--- config.mk ---
export PLATFORM = sky130hd
export DESIGN_NAME = burst_out_seq
export DESIGN_NICKNAME = d
export VERILOG_FILES = /design/src/rtl/burst_seq_pkg.sv /design/src/rtl/burst_seq_ctrl.sv /design/src/rtl/burst_seq_dp.sv /design/src/rtl/burst_out_seq.sv
export SDC_FILE = /design/constraint.sdc
export NUM_CORES = 1
export LEC_CHECK = 0
export ABC_AREA = 1
export BUFFER_PORTS_ARGS = -buffer_cell sky130_fd_sc_hd__clkbuf_2
export CAP_MARGIN = 20
export CELL_PAD_IN_SITES_DETAIL_PLACEMENT = 0
export CELL_PAD_IN_SITES_GLOBAL_PLACEMENT = 1
export CORE_AREA = 4 4 83 77
export CTS_CLUSTER_SIZE = 20
export DETAILED_ROUTE_END_ITERATION = 6
export DIE_AREA = 0 0 87 81
export GPL_ROUTABILITY_DRIVEN = 0
export PLACE_DENSITY_LB_ADDON = 0.1
export SLEW_MARGIN = 10
export SYNTH_ARGS = -nofsm -noshare
export SYNTH_HDL_FRONTEND = slang
export SYNTH_SLANG_ARGS = --single-unit
--- constraint.sdc ---
create_clock -name clk -period 1.5 [get_ports clk]
set_input_delay 0.3 -clock clk [delete_from_list [all_inputs] [get_ports clk]]
set_output_delay 0.3 -clock clk [all_outputs]
set_load 0.03 [all_outputs]
--- src/rtl/burst_seq_pkg.sv ---
package burst_seq_pkg;

  typedef enum logic [1:0] {
    KIND_SYNC_ARRAY = 2'd0,
    KIND_SYNC_OTHER = 2'd1,
    KIND_ASYNC_READ = 2'd2,
    KIND_WRITE      = 2'd3
  } access_kind_e;

  typedef enum logic [1:0] {
    ST_IDLE    = 2'd0,
    ST_LATENCY = 2'd1,
    ST_STREAM  = 2'd2
  } seq_state_e;

  // strobes from control to datapath
  typedef struct packed {
    logic fetch;     // capture wordIn, advance index
    logic clearIdx;  // restart index at zero
  } dp_strobe_t;

endpackage

--- src/rtl/burst_seq_ctrl.sv ---
module burst_seq_ctrl
  import burst_seq_pkg::*;
#(
  parameter int LAT_W = 4
) (
  input  logic             clk,
  input  logic             rstN,
  input  logic             ceN,
  input  logic             oeN,
  input  logic             startBurst,
  input  logic [1:0]       accessKind,
  input  logic [LAT_W-1:0] latencyClks,
  input  logic             cfgWe,
  input  logic             cfgHoldTwo,
  output dp_strobe_t       strobe,
  output logic             waitOut,
  output logic             waitOe,
  output logic             busOe
);

  localparam logic [LAT_W-1:0] LAT_ONE = LAT_W'(1);

  seq_state_e       state;
  access_kind_e     kindQ;
  logic [LAT_W-1:0] latCnt;
  logic             phase;
  logic             holdQ;
  logic             holdCfg;

  access_kind_e     kindIn;
  logic             startOk;
  logic             isSync;
  logic             fetchCond;
  logic             fetch;
  logic [LAT_W-1:0] latLoad;

  assign kindIn  = access_kind_e'(accessKind);
  assign startOk = startBurst && !ceN;
  assign isSync  = (kindIn == KIND_SYNC_ARRAY) || (kindIn == KIND_SYNC_OTHER);
  assign latLoad = (latencyClks == '0) ? LAT_ONE : latencyClks;

  always_comb begin
    fetchCond = 1'b0;
    unique case (state)
      ST_LATENCY: fetchCond = (latCnt <= LAT_ONE);
      ST_STREAM:  fetchCond = !(holdQ && !phase);
      default:    fetchCond = 1'b0;
    endcase
  end

  assign fetch = !ceN && !startOk && fetchCond;

  always_comb begin
    strobe          = '0;
    strobe.fetch    = fetch;
    strobe.clearIdx = startOk && isSync;
  end

  always_ff @(posedge clk) begin
    if (!rstN) begin
      state   <= ST_IDLE;
      kindQ   <= KIND_ASYNC_READ;
      latCnt  <= '0;
      phase   <= 1'b0;
      holdQ   <= 1'b1;
      holdCfg <= 1'b1;
    end else begin
      if (cfgWe) holdCfg <= cfgHoldTwo;
      if (ceN) begin
        state <= ST_IDLE;
        phase <= 1'b0;
      end else if (startOk) begin
        kindQ  <= kindIn;
        phase  <= 1'b0;
        latCnt <= latLoad;
        holdQ  <= holdCfg;
        state  <= isSync ? ST_LATENCY : ST_IDLE;
      end else begin
        unique case (state)
          ST_LATENCY: begin
            if (fetch) begin
              state <= ST_STREAM;
              phase <= 1'b0;
            end else begin
              latCnt <= latCnt - LAT_ONE;
            end
          end
          ST_STREAM: phase <= fetch ? 1'b0 : 1'b1;
          default:   phase <= 1'b0;
        endcase
      end
    end
  end

  assign busOe   = !ceN && !oeN && (kindQ != KIND_WRITE);
  assign waitOe  = busOe;
  assign waitOut = (state == ST_LATENCY) && (kindQ == KIND_SYNC_ARRAY);

endmodule

--- src/rtl/burst_seq_dp.sv ---
module burst_seq_dp
  import burst_seq_pkg::*;
#(
  parameter int DATA_W = 16,
  parameter int IDX_W  = 8
) (
  input  logic              clk,
  input  logic              rstN,
  input  dp_strobe_t        strobe,
  input  logic [DATA_W-1:0] wordIn,
  output logic [DATA_W-1:0] dqOut,
  output logic [IDX_W-1:0]  wordIdx
);

  localparam logic [IDX_W-1:0] IDX_STEP = IDX_W'(1);

  logic [DATA_W-1:0] dataReg;
  logic [IDX_W-1:0]  idxReg;

  always_ff @(posedge clk) begin
    if (!rstN) begin
      dataReg <= '0;
      idxReg  <= '0;
    end else if (strobe.clearIdx) begin
      idxReg  <= '0;
    end else if (strobe.fetch) begin
      dataReg <= wordIn;
      idxReg  <= idxReg + IDX_STEP;
    end
  end

  assign dqOut   = dataReg;
  assign wordIdx = idxReg;

endmodule

--- src/rtl/burst_out_seq.sv ---
module burst_out_seq
  import burst_seq_pkg::*;
#(
  parameter int DATA_W = 16,
  parameter int LAT_W  = 4,
  parameter int IDX_W  = 8
) (
  input  logic              clk,
  input  logic              rstN,
  input  logic              ceN,
  input  logic              oeN,
  input  logic              startBurst,
  input  logic [1:0]        accessKind,
  input  logic [LAT_W-1:0]  latencyClks,
  input  logic              cfgWe,
  input  logic              cfgHoldTwo,
  input  logic [DATA_W-1:0] wordIn,
  output logic              wordReq,
  output logic [IDX_W-1:0]  wordIdx,
  output logic [DATA_W-1:0] dqOut,
  output logic              dqOe,
  output logic              waitOut,
  output logic              waitOe
);

  dp_strobe_t strobe;

  burst_seq_ctrl #(.LAT_W(LAT_W)) i_ctrl (
    .clk(clk), .rstN(rstN), .ceN(ceN), .oeN(oeN),
    .startBurst(startBurst), .accessKind(accessKind),
    .latencyClks(latencyClks), .cfgWe(cfgWe), .cfgHoldTwo(cfgHoldTwo),
    .strobe(strobe), .waitOut(waitOut), .waitOe(waitOe), .busOe(dqOe)
  );

  burst_seq_dp #(.DATA_W(DATA_W), .IDX_W(IDX_W)) i_dp (
    .clk(clk), .rstN(rstN), .strobe(strobe), .wordIn(wordIn),
    .dqOut(dqOut), .wordIdx(wordIdx)
  );

  assign wordReq = strobe.fetch;

endmodule

# After elaboration in Yosys (flattened, before gate mapping)
# Index checks and enable logic that the tools add are counted.
totals:
  register_bits: 35
  word_cells: 58
op_classes:
  bitwise: 3
  n_lt_le_gt_ge: 1
  n_reduce_logical: 26
  n_eq_ne: 6
  n_mux: 12
  addsub: 2
op_table:
  columns: ["operator", "count"]
  rows:
  - ["4-bit two-way mux", 4]
  - ["8-bit by 1-bit adder with 8-bit output (second input constant)", 1]
  - ["1-bit logical AND", 8]
  - ["2-bit two-way mux", 3]
  - ["2-bit AND reduction", 3]
  - ["1-bit zero test", 5]
  - ["2-bit by 1-bit equality test with 1-bit output (second input constant)", 2]
  - ["4-bit by 1-bit <= comparator with 1-bit output (second input constant)", 1]
  - ["2-bit zero test", 2]
  - ["4-bit zero test", 1]
  - ["2-bit by 1-bit inequality test with 1-bit output (second input constant)", 2]
  - ["1-bit case mux with 2 select lines", 2]
  - ["2-bit nonzero test", 2]
  - ["2-bit OR reduction", 2]
  - ["4-bit by 1-bit subtractor with 4-bit output (second input constant)", 1]
  - ["1-bit two-way mux", 3]
  - ["1-bit NOT", 3]
  - ["3-bit AND reduction", 1]
  - ["3-bit OR reduction", 1]
  - ["2-bit equality test (second input constant)", 1]
  - ["2-bit inequality test (second input constant)", 1]
  - ["1-bit logical OR", 1]

# Depth between registers and ports, before layout
# Gate-level depths: netlist of run 1.
depth:
  depth_word: 8
  depth_mapped: 12
  mapped_depth_nobuf: 11

# Hierarchy
# From an unflattened synthesis of run 1, not the netlist that was laid out.
hier_totals:
  cells_unflattened: 223
  hier_area_um2: 1606.5
modules_own_cells:
  columns: ["module", "instances", "cells_each", "seq_area_each_um2", "area_per_inst_um2"]
  rows:
  - ["burst_seq_dp", 1, 120, 480.5, 933.4]
  - ["burst_seq_ctrl", 1, 103, 220.2, 673.1]

# Worst setup path after synthesis of run 1
# Ideal clock, no wire load.
synth_path:
  path_type: "flip-flop to output port"
  from: "register i_ctrl.state[1]"
  to: "output port waitOut"
  t_arrival_ps: 1251
  required_time_ps: 1200
  slack_ps: -51
  stages_incl_launch_ff: 5
  path_cell_list: "dfxtp_1 -> inv_1 -> ha_1 -> inv_1 -> nor3_1"
synth_via:
  elab_chain_cells: 2
synth_rtl:
  columns: ["item", "line_no", "source"]
  rows:
  - ["start: declaration", "burst_seq_ctrl.sv:23", "seq_state_e state;"]
  - ["start signal: assignment", "burst_seq_ctrl.sv:77", "state <= isSync ? ST_LATENCY : ST_IDLE;"]
  - ["2-bit by 1-bit equality test with 1-bit output", "burst_seq_ctrl.sv:97", "assign waitOut = (state == ST_LATENCY) && (kindQ == KIND_SYNC_ARRAY);"]
  - ["1-bit logical AND", "burst_seq_ctrl.sv:97", null]
  - ["end: declaration", "burst_out_seq.sv:22", "output logic waitOut,"]
# No other way between the ends.

# Final worst setup path of run 1
layout_path:
  from: "register i_ctrl.latCnt[0]"
  to: "output port wordReq"
layout_via:
  elab_chain_cells: 3
layout_rtl:
  columns: ["item", "line_no", "source"]
  rows:
  - ["start: declaration", "burst_seq_ctrl.sv:25", "logic [LAT_W-1:0] latCnt;"]
  - ["start signal: assignment", "burst_seq_ctrl.sv:75", "latCnt <= latLoad;"]
  - ["start signal: assignment", "burst_seq_ctrl.sv:85", "latCnt <= latCnt - LAT_ONE;"]
  - ["4-bit by 1-bit <= comparator with 1-bit output", "burst_seq_ctrl.sv:45", "ST_LATENCY: fetchCond = (latCnt <= LAT_ONE);"]
  - ["1-bit case mux with 2 select lines", "burst_seq_ctrl.sv:44", "unique case (state)"]
  - ["1-bit logical AND", "burst_seq_ctrl.sv:51", "assign fetch = !ceN && !startOk && fetchCond;"]
  - ["end: declaration", "burst_out_seq.sv:18", "output logic wordReq,"]
# No other way between the ends.

==> results.md, run 1 <==
* Outcome: finished, violations left
* Violated checks: negative setup slack
* Clock skew at 0.004512 ns
* Post-Syn Area at 1680 um2
* Post-synthesis sequential area ratio at 41.70%
* Crit. Startpoint: i_ctrl.latCnt[0]
* Pre-CTS setup slack at -0.03677 ns
* Hpwl dp at 3166 um
* Worst reg2reg endpoint: i_ctrl.latCnt[2]
* Synth area leaders: dfxtp_1, nand2_1, nor2_1, o21ai_0, inv_1
* CP startpoint kind: flip-flop
* Root Driver: clkbuf_8
* Comb power frac at 14.3%
* Die Y-Extent at 81 um
* Die area at 7047 um2
* Met3 Use GR at 4.970%
* DR vias at 1735
* Met1 Usage GRT at 16.83%
* DRT antenna net count at 0
* Initial DRC count at 59
* Clock sinks at 35
* Post-synth cell types at 30
* GRT overflow at 0
* Routed WL per cell at 11.69 um
* First drt pass iteration count at 4
* Mapped Nets at 272
* Static leakage at 1.211 nW
* Worst setup path class: flip-flop to output port
* CTS Buf Count at 5
* Setup ws final at -0.1568 ns
* Slew headroom at 76.19%
* Worst-Margin Slew at 0.3545 ns
* Period utilization at 110.5%
* CP required at 1.20 ns
* Worst Setup End Kind: output port
* FP Rows at 26
* Fmax at 603.6 MHz
* Power Density at 724.5 nW/um2
* Setup crit end: wordReq
* Yosys reg bits at 35
* Total wire length at 4548 um
* Cells after Synth at 238
* Clock Path Buffers at 2
* Residual DRC at 0
* Area occupied by multi-input gates at 1037 um2
* Worst vdd ir at 0.3685 mV
* R2R depth at 14
* Synth async-reset ratio at 0%
* Clock Latency Late Sink at 0.28 ns
* Top FF cell, synth: dfxtp_1
* Post-synth EDFFs at 0
* Vias in the first global route at 1722
* Setup-failing EPs final at 31
* CTS tree: done
* Initial Utilization at 30.21%
* GRT Total Usage at 13.66%
* Pin count of the biggest net entering global routing at 25
* Max-cap violations at 0
* Final Hold Fails at 0
* Clk slew on worst S/H paths at 0.07 ns
* Number of top-level pins at 57
* Reg area at 706.9 um2
* Switching part of the total power at 25.66%
* Final std cells w/o fill at 389
* Max FO, Critical Path at 2
* GRT met2 Usage at 22.46%
* Die X at 87 um
* Top cell type's share of synthesized area at 41.70%
* Syn-to-layout area delta at 54.80%
* Core ar. at 5563 um2
* Mapped Avg Cell Area at 7.060 um2
* Hold crit path type: input port to flip-flop
* Vias per cell at 4.460
* Count leader, synth: nand2_1
* H-tree depth at 2
* Layout Nets at 352
* Internal power at 1.401 mW
* Switch Pwr at 0.4836 mW
* Most common library cells after synthesis: nand2_1, nor2_1, dfxtp_1
* Sequential Power Share at 51.0%
* Buffers on Ports at 56
* RSZ-0062 raised after global routing: true
* Initial antenna violation count at 0
* Fin crit period at 1.657 ns
* CTS Hold Bufs at 0
* Placed cell count at 370
* Reg2Reg Setup Slack at -0.09 ns
* Layout cells sized above 1 at 47.34%
* Largest area contributor in the netlist: dfxtp_1
* # diodes at 0
* Gr busiest metal: met2
* Warnings, synthesis at 0
* Clk pwr share at 34.7%
* Critical Path AT at 1.36 ns
* Number of fill cells at 576
* First-pass GRT wire length at 7652 um
* RR Startpoint: i_ctrl.latCnt[1]
* Fin. max-slew vios at 0
routing by layer:
metal,up-vias,share of wire [%]
met5,-,0
met2,37,47
li1,916,-
met1,776,44
met3,6,6.9
met4,0,1.4
critical path, cell delays in order, from the launching register on:
cell	delay [ns]
dfxtp_2	0.33
buf_6	0.11
ha_4	0.14
inv_2	0.04
nand2_2	0.05
nand3_2	0.06
nand2_2	0.07
nand2_4	0.09
clkinv_4	0.05
buf_8	0.13
registers in the layout, indices dropped and copies added (netlist names):
name	flops
i_ctrl.state	2
i_ctrl.phase	1
i_dp.wordIdx	8
i_ctrl.holdQ	1
i_ctrl.kindQ	2
i_dp.dqOut	16
i_ctrl.holdCfg	1
i_ctrl.latCnt	4
per-stage QoR:
stage	hold WS (ns)	setup TNS [ns]	utilization [%]	power, mW	instance area (um2)
2_1_floorplan	0.4004	0	-	1.090	1697
3_3_place_gp	0.4658	0	38.03	1.183	2116
3_5_place_dp	0.4743	-0.1469	38.03	1.181	2116
4_1_cts	0.2123	-0.4230	42.11	1.875	2342
5_1_grt	0.2493	-4.088	46.76	1.992	2601
6_report	0.2133	-1.475	46.76	1.885	2601
cell usage in the layout, fill, tap and decap left out, drive strengths merged:
cell type / instances
o22ai: 1
a21oi: 11
o211ai: 1
nand3b: 3
or2: 1
o21ai: 24
nand3: 10
inv: 24
nor3: 3
clkbuf: 62
o21a: 1
ha: 5
nand4: 3
nand2: 56
nor2: 48
dfxtp: 35
xor2: 2
a211o: 1
clkinv: 2
buf: 26
kinds of logic after synthesis:
group	Yosys count	share of synthesized area [%]
xor gates and xnor gates	2	1.043
DFF	35	41.70
buffers and inverters	33	9.603
adders and majority gates	5	3.723
AOI/OAI and AO/OA	39	12.44
and+or+nand+nor	124	31.50
what timing repair did:
action | in CTS | in global routing
setup endpoints to repair | 15 | 34
setup buffers | 4 | 5
cloned | 0 | 2
gates resized for setup | 46 | 55
pin swaps | 3 | 10
power groups by stage:
stage                     Sequential [mW]  Clock [mW]  Combinational (mW)
after floorplan                     0.977           0               0.113
after global placement              0.978           0               0.205
after detailed placement            0.978           0               0.203
after CTS                           0.958       0.686               0.231
after global routing                0.964       0.725               0.304
final                               0.962       0.653               0.270
cell type report:
class / instances / share of cell area (%)
Multi-Input combinational cell: 170 / 39.87
Sequential cell: 35 / 27.18
Timing Repair Buffer: 81 / 22.37
Inverter: 25 / 4.089
Tap cell: 70 / 3.367
Clock buffer: 7 / 2.934
Clock inverter: 1 / 0.1924
worst min-delay path by stage:
stage	start	end	cells after the start
floorplan	cfgWe	i_ctrl.holdCfg	1
global placement	i_dp.dqOut[13]	i_dp.dqOut[13]	2
detailed placement	i_ctrl.holdCfg	i_ctrl.holdCfg	2
CTS	cfgWe	i_ctrl.holdCfg	2
global route	cfgWe	i_ctrl.holdCfg	2
finish	cfgWe	i_ctrl.holdCfg	2
Power figures use the tool's default switching activity.
==> run 2, diff against run 1 <==
--- a/config.mk
+++ b/config.mk
@@ -10,10 +10,10 @@
 export CAP_MARGIN = 20
 export CELL_PAD_IN_SITES_DETAIL_PLACEMENT = 0
 export CELL_PAD_IN_SITES_GLOBAL_PLACEMENT = 1
-export CORE_AREA = 4 4 83 77
+export CORE_AREA = 4 4 80 74
 export CTS_CLUSTER_SIZE = 20
 export DETAILED_ROUTE_END_ITERATION = 6
-export DIE_AREA = 0 0 87 81
+export DIE_AREA = 0 0 84 78
 export GPL_ROUTABILITY_DRIVEN = 0
 export PLACE_DENSITY_LB_ADDON = 0.1
 export SLEW_MARGIN = 10
==> constraint.sdc (replaced) <==
create_clock -name clk -period 1.7 [get_ports clk]
set_input_delay 0.34 -clock clk [delete_from_list [all_inputs] [get_ports clk]]
set_output_delay 0.34 -clock clk [all_outputs]
set_load 0.03 [all_outputs]
==> run 2 against run 1 <==
Compared with the run above:
- the flow now finishes without violations
- design area fell by 15%
- sequential share of layout area up 4.6 points
- first-iteration DRC count increased by 19%
- final cell count down 4.6%
- global-route usage decreased by 0.23 points
- clock power is 9.2% lower
- clock skew about the same
- setup slack better by 0.18 ns
- via count down 4.3%
- utilization fell by 3.5 points
- sequential power fell by 12%
- largest power group unchanged
==> results.md, run 2 (synthesized netlist as in run 1, its figures left out) <==
* Hpwl dp at 3089 um (-2.4%)
* Max FO, Critical Path at 3 (+1)
* Worst Setup End Kind: output port
* Buffers on Ports at 56 (unchanged)
* Pin count of the biggest net entering global routing at 22 (-12%)
* Design Area, Final at 2221 um2 (-15%)
* Number of fill cells at 579 (+0.52%)
* Syn-to-layout area delta at 32.17%
* CP required at 1.36 ns (+0.16 ns)
* Critical Path AT at 1.33 ns (-0.03 ns)
* Initial Utilization at 32.76% (+2.5 points)
* H-tree depth at 2 (unchanged)
* Worst setup path class: flip-flop to output port
* RSZ-0062 raised after global routing: true
* Static leakage at 1.061 nW (-12%)
* Power Density at 730.4 nW/um2 (+0.82%)
* Reg area at 705.7 um2 (-0.18%)
* CTS tree: done
* Core ar. at 5130 um2 (-7.8%)
* CTS Buf Count at 5 (unchanged)
* Worst vdd ir at 0.3561 mV (-3.4%)
* GRT overflow at 0 (unchanged)
* Vias per cell at 4.474 (+0.32%)
* Root Driver: clkbuf_8
* Die X at 84 um (-3.4%)
* Slowest cell delay on critical path at 0.37 ns (+0.04 ns)
* Commonest non-fill, non-tap cell in the layout: clkbuf_2
* Fin. max-slew vios at 0 (unchanged)
* DR vias at 1660 (-4.3%)
* Master of the slowest instance on the critical path: dfxtp_2
* Slew headroom at 75.10% (-1.1 points)
* Layout Nets at 337 (-4.3%)
* Total wire length at 4296 um (-5.5%)
* Setup ws final at 0.02580 ns (+0.1826 ns)
* Routed WL per cell at 11.58 um (-0.96%)
* Final Hold Fails at 0 (unchanged)
* Fin crit period at 1.674 ns
* CP startpoint kind: flip-flop
* Die area at 6552 um2 (-7.0%)
* Residual DRC at 0 (unchanged)
* Total placed instance area at 2031 um2 (-4.0%)
* Worst-Margin Slew at 0.3706 ns (+0.01615 ns)
* Period utilization at 98.48%
* Setup-failing EPs final at 0 (-100%)
* Area occupied by multi-input gates at 873.3 um2 (-16%)
* Max-cap violations at 0 (unchanged)
* Max reg flops at 16 (unchanged)
* Most frequent cells in the layout: clkbuf_2, nand2_1, nor2_1, dfxtp_1, o21ai_0
* Clock Latency Late Sink at 0.28 ns (about the same)
* Initial DRC count at 70 (+19%)
* Pre-CTS setup slack at 0.08927 ns (+0.1260 ns)
* Layout cells sized above 1 at 32.89% (-14 points)
* # diodes at 0 (unchanged)
* Outcome: completed
* Vias in the first global route at 1540 (-11%)
* GRT Total Usage at 13.43% (-0.23 points)
* Clock skew at 0.004221 ns (-0.0002907 ns)
* Clock sinks at 35 (unchanged)
* FP Rows at 25 (-3.8%)
* Fmax at 597.3 MHz
* Number of top-level pins at 57 (unchanged)
* Initial antenna violation count at 0 (unchanged)
* First drt pass iteration count at 4 (unchanged)
* First-pass GRT wire length at 7113 um (-7.0%)
* Clock Path Buffers at 2 (unchanged)
* Die Y-Extent at 78 um (-3.7%)
* DRT antenna net count at 0 (unchanged)
* Hold crit path type: input port to flip-flop
* Clk slew on worst S/H paths at 0.07 ns (about the same)
* CTS Hold Bufs at 0 (unchanged)
* Critical path cell sequence: inv_2, ha_4, nor3_4, nand2_4, clkinv_4, buf_8
run 2: power breakdown:
part	internal (mW)	leakage (nW)	switching (mW)
Sequential	0.836	0.285	0.0118
Clock	0.286	0.0412	0.306
Combinational	0.0797	0.735	0.102
run 2: stage by stage:
stage / hold slack (ns) / utilization [%] / total power [mW] / setup TNS, ns / std cells
2_1_floorplan: 0.4404 / - / 0.9604 / 0 / 238
3_3_place_gp: 0.4634 / 39.59 / 1.029 / 0 / 360
3_5_place_dp: 0.4738 / 39.59 / 1.028 / 0 / 360
4_1_cts: 0.2512 / 42.85 / 1.641 / -0.04210 / 372
5_1_grt: 0.2744 / 43.29 / 1.707 / -0.06733 / 371
6_report: 0.2573 / 43.29 / 1.622 / 0 / 371
run 2: repair_timing:
action / 4_1_cts / 5_1_grt
pin swaps: 5 / 3
setup buffers: 4 / 0
setup endpoints to repair: 2 / 16
gates resized for setup: 18 / 9
endpoints found under the hold margin: 0 / 0
run 2: metal layers:
layer  wire length, um  vias to the layer above  global-route usage, %
met4                28                        0                  4.180
met3               246                        2                  4.565
met1              2152                      737                  17.84
met2              1869                       40                  20.51
li1                  -                      881                      -
met5                 0                        -                      0
run 2: layout make-up:
class	count	share of cell area [%]
clock buffers	6	3.268
multi-input cells	170	39.32
clock inverters	2	0.5634
repair buffers	66	16.73
flip-flops and latches	35	31.77
well taps	67	3.775
inverters	25	4.563
run 2: final timing paths:
check / start / to / slack, ns / cells past startpoint
worst max-delay path: i_ctrl.state[0] / wordReq / 0.03 / 6
worst min-delay path: cfgWe / i_ctrl.holdCfg / 0.26 / 2
worst max register to register: i_ctrl.state[0] / i_dp.dqOut[7] / 0.18 / 8
worst min register to register: i_dp.dqOut[11] / i_dp.dqOut[11] / 0.49 / 2
run 2: worst max-delay path, delay by kind of cell, from the launching register on:
| kind | cells | cell delay (ns) |
|---|---|---|
| buf+inv | 3 | 0.22 |
| simple gates | 2 | 0.24 |
| fa+ha+maj | 1 | 0.21 |
| flops | 1 | 0.37 |
==> run 3, diff against run 2 <==
--- a/config.mk
+++ b/config.mk
@@ -5,16 +5,16 @@
 export SDC_FILE = /design/constraint.sdc
 export NUM_CORES = 1
 export LEC_CHECK = 0
-export ABC_AREA = 1
 export BUFFER_PORTS_ARGS = -buffer_cell sky130_fd_sc_hd__clkbuf_2
 export CAP_MARGIN = 20
 export CELL_PAD_IN_SITES_DETAIL_PLACEMENT = 0
 export CELL_PAD_IN_SITES_GLOBAL_PLACEMENT = 1
-export CORE_AREA = 4 4 80 74
+export CORE_AREA = 4 4 81 76
 export CTS_CLUSTER_SIZE = 20
 export DETAILED_ROUTE_END_ITERATION = 6
-export DIE_AREA = 0 0 84 78
+export DIE_AREA = 0 0 85 80
 export GPL_ROUTABILITY_DRIVEN = 0
+export MAX_ROUTING_LAYER = met4
 export PLACE_DENSITY_LB_ADDON = 0.1
 export SLEW_MARGIN = 10
 export SYNTH_ARGS = -nofsm -noshare
==> run 3 against run 2 <==
Compared with the run above:
- the run now ends with negative setup slack left
- power increased by 16%
- count of clock-buffer cells in the layout fell by 1
- design area up 31%
- clock power up 32%
- utilization up 12 points
- global-route usage grew 4.5 points
- sequential power shrank 0.5%
- first-iteration DRC count grew 10%
- final cell count fell by 1.1%
- largest cell class unchanged
==> results.md, run 3 <==
* Outcome: finished, violations left
* Violated checks: negative setup slack
* Total wire length at 5871 um (+37%)
* Vias per cell at 5.256 (+17%)
* Warnings, synthesis at 0 (unchanged)
* Clk slew on worst S/H paths at 0.08 ns (about the same)
* Internal power at 1.388 mW (+16%)
* Sequential Power Share at 44.7% (-7.5 points)
* CP startpoint kind: flip-flop
* WHS at 0.2616 ns (+0.004289 ns)
* Max-cap violations at 0 (unchanged)
* Clock skew at 0.006257 ns (+0.002036 ns)
* Count leader, synth: dfxtp_1
* H-tree depth at 2 (unchanged)
* Clock Latency Late Sink at 0.30 ns (+0.02 ns)
* Reg area at 705.7 um2 (unchanged)
* Die X at 85 um (+1.2%)
* Cells after Synth at 207 (-13%)
* Top cell type's share of synthesized area at 38.92% (-2.8 points)
* Post-synth cell types at 43 (+43%)
* CTS tree: done
* Root Driver: clkbuf_8
* Commonest non-fill, non-tap cell in the layout: clkbuf_2
* Max FO, Critical Path at 2 (-1)
* Clk pwr share at 41.5% (+5.0 points)
* Area occupied by multi-input gates at 1252 um2 (+43%)
* Pin count of the biggest net entering global routing at 26 (+18%)
* Slew headroom at 76.74% (+1.6 points)
* Die Y-Extent at 80 um (+2.6%)
* First-pass GRT wire length at 9411 um (+32%)
* Routed WL per cell at 16.00 um (+38%)
* Core ar. at 5224 um2 (+1.8%)
* Yosys reg bits at 35 (unchanged)
* Number of top-level pins at 57 (unchanged)
* Layout Nets at 333 (-1.2%)
* RSZ-0062 raised after global routing: true
* GRT overflow at 0 (unchanged)
* Initial antenna violation count at 0 (unchanged)
* Die area at 6800 um2 (+3.8%)
* Worst setup path class: flip-flop to output port
* Clock sinks at 35 (unchanged)
* Clock Path Buffers at 2 (unchanged)
* FP Rows at 25 (unchanged)
* Post-synthesis sequential area ratio at 38.92% (-2.8 points)
* Fin crit period at 2.073 ns (+0.3986 ns)
* Switching part of the total power at 26.34% (+0.42 points)
* Buffers on Ports at 56 (unchanged)
* Synth area leaders: dfxtp_1, o31ai_1, o21ai_0, a21oi_1, mux2i_1
* Hold crit path type: input port to flip-flop
* Switch Pwr at 0.4964 mW (+18%)
* Pre-CTS setup slack at -0.2226 ns (-0.3118 ns)
* Fin. max-slew vios at 0 (unchanged)
* Fmax at 482.5 MHz (-19%)
* Initial Utilization at 34.47% (+1.7 points)
* Critical Path AT at 1.73 ns (+0.40 ns)
* Mapped Nets at 241 (-11%)
* CP required at 1.36 ns (about the same)
* DR vias at 1929 (+16%)
* Worst vdd ir at 0.4202 mV (+18%)
* Synth async-reset ratio at 0% (unchanged)
* Comb power frac at 13.7% (+2.5 points)
* Initial DRC count at 77 (+10%)
* Most common library cells after synthesis: dfxtp_1, o21ai_0, a21oi_1
* Max reg flops at 16 (unchanged)
* Number of fill cells at 505 (-13%)
* Worst-Margin Slew at 0.3476 ns (-0.02302 ns)
* Final Hold Fails at 0 (unchanged)
* GRT Total Usage at 17.89% (+4.5 points)
* Hpwl dp at 3861 um (+25%)
* Setup-failing EPs final at 32 (+32)
* Top FF cell, synth: dfxtp_1
* Static leakage at 1.213 nW (+14%)
* Mapped Avg Cell Area at 8.698 um2 (+23%)
* Worst Setup End Kind: output port
* Layout cells sized above 1 at 55.00% (+22 points)
* Syn-to-layout area delta at 61.71%
* DRT antenna net count at 0 (unchanged)
* Post-synth EDFFs at 0 (unchanged)
* Most frequent cells in the layout: clkbuf_2, dfxtp_1, buf_4, a21oi_1, o21ai_0
* Post-Syn Area at 1800 um2 (+7.1%)
* Vias in the first global route at 1918 (+25%)
* Largest area contributor in the netlist: dfxtp_1
* Power Density at 647.3 nW/um2 (-11%)
* # diodes at 0 (unchanged)
* Setup ws final at -0.3728 ns (-0.3986 ns)
* First drt pass iteration count at 4 (unchanged)
* Residual DRC at 0 (unchanged)
* CTS Buf Count at 5 (unchanged)
* Period utilization at 121.9% (+23 points)
[run 3: cell families (layout without fill, tap and decap cells)]
logic type                 Yosys count  after routing  synth area share, %
AOI/OAI and AO/OA                   80             80                28.21
and+or+nand+nor                     53             53                17.65
DFF                                 35             35                38.92
buffers and inverters               27            120                7.852
muxes                                7              7                3.892
adders and majority gates            5              5                3.475
[run 3: timing repair]
item | CTS | global route
endpoints found under the setup margin | 31 | 32
pin swaps | 19 | 16
buffers inserted | 9 | 4
gates resized for setup | 59 | 17
hold buffers | 0 | 0
gates cloned | 2 | 0
[run 3: stage by stage]
stage	instances	utilization [%]	TNS, ns	total power [mW]	cell area, um2
floorplan	207	-	-3.494	0.9675	1831
global placement	346	45.17	-3.729	1.077	2360
detailed placement	346	45.17	-4.714	1.075	2360
CTS	365	53.96	-6.581	1.883	2819
global route	367	55.74	-9.078	1.962	2912
finish	367	55.74	-7.209	1.885	2912
[run 3: final cells by class]
cell class,count,share of cell area (%)
multi-input combinational,145,43.02
timing repair buffer,102,24.71
sequential,35,24.24
tap,67,2.879
clock buffer,5,2.364
clock inverter,3,1.504
inverter,10,1.289
[run 3: routing by layer]
| layer | up-vias | track usage [%] | share of wire [%] |
|---|---|---|---|
| li1 | 959 | - | - |
| met3 | 10 | 4.747 | 3.8 |
| met2 | 37 | 26.71 | 48 |
| met1 | 923 | 23.79 | 47 |
| met4 | 0 | 5.063 | 1.3 |
| met5 | - | - | 0 |
[run 3: worst paths after layout]
check	startpoint	endpoint	slack, ns	cells past startpoint
hold reg to reg	i_dp.wordIdx[7]	i_dp.wordIdx[7]	0.47	2
hold / removal	cfgHoldTwo	i_ctrl.holdCfg	0.26	3
setup reg to reg	i_ctrl.state[1]	i_dp.wordIdx[0]	-0.36	9
setup / recovery	i_ctrl.state[1]	wordReq	-0.37	6
[run 3: power by group through the flow]
| stage | combinational [mW] | sequential [mW] | clock, mW |
|---|---|---|---|
| after floorplan | 0.107 | 0.860 | 0 |
| after global placement | 0.215 | 0.862 | 0 |
| after detailed placement | 0.214 | 0.862 | 0 |
| after CTS | 0.248 | 0.844 | 0.791 |
| after global routing | 0.283 | 0.845 | 0.833 |
| final | 0.259 | 0.843 | 0.783 |
[run 3: worst max-delay path, cell delays in order (launching register included)]
cell and delay, ns:
dfxtp_2 0.33, inv_2 0.07, ha_4 0.12, or3b_4 0.39, a2bb2oi_4 0.16, nor3_4 0.16
clkbuf_8 0.20
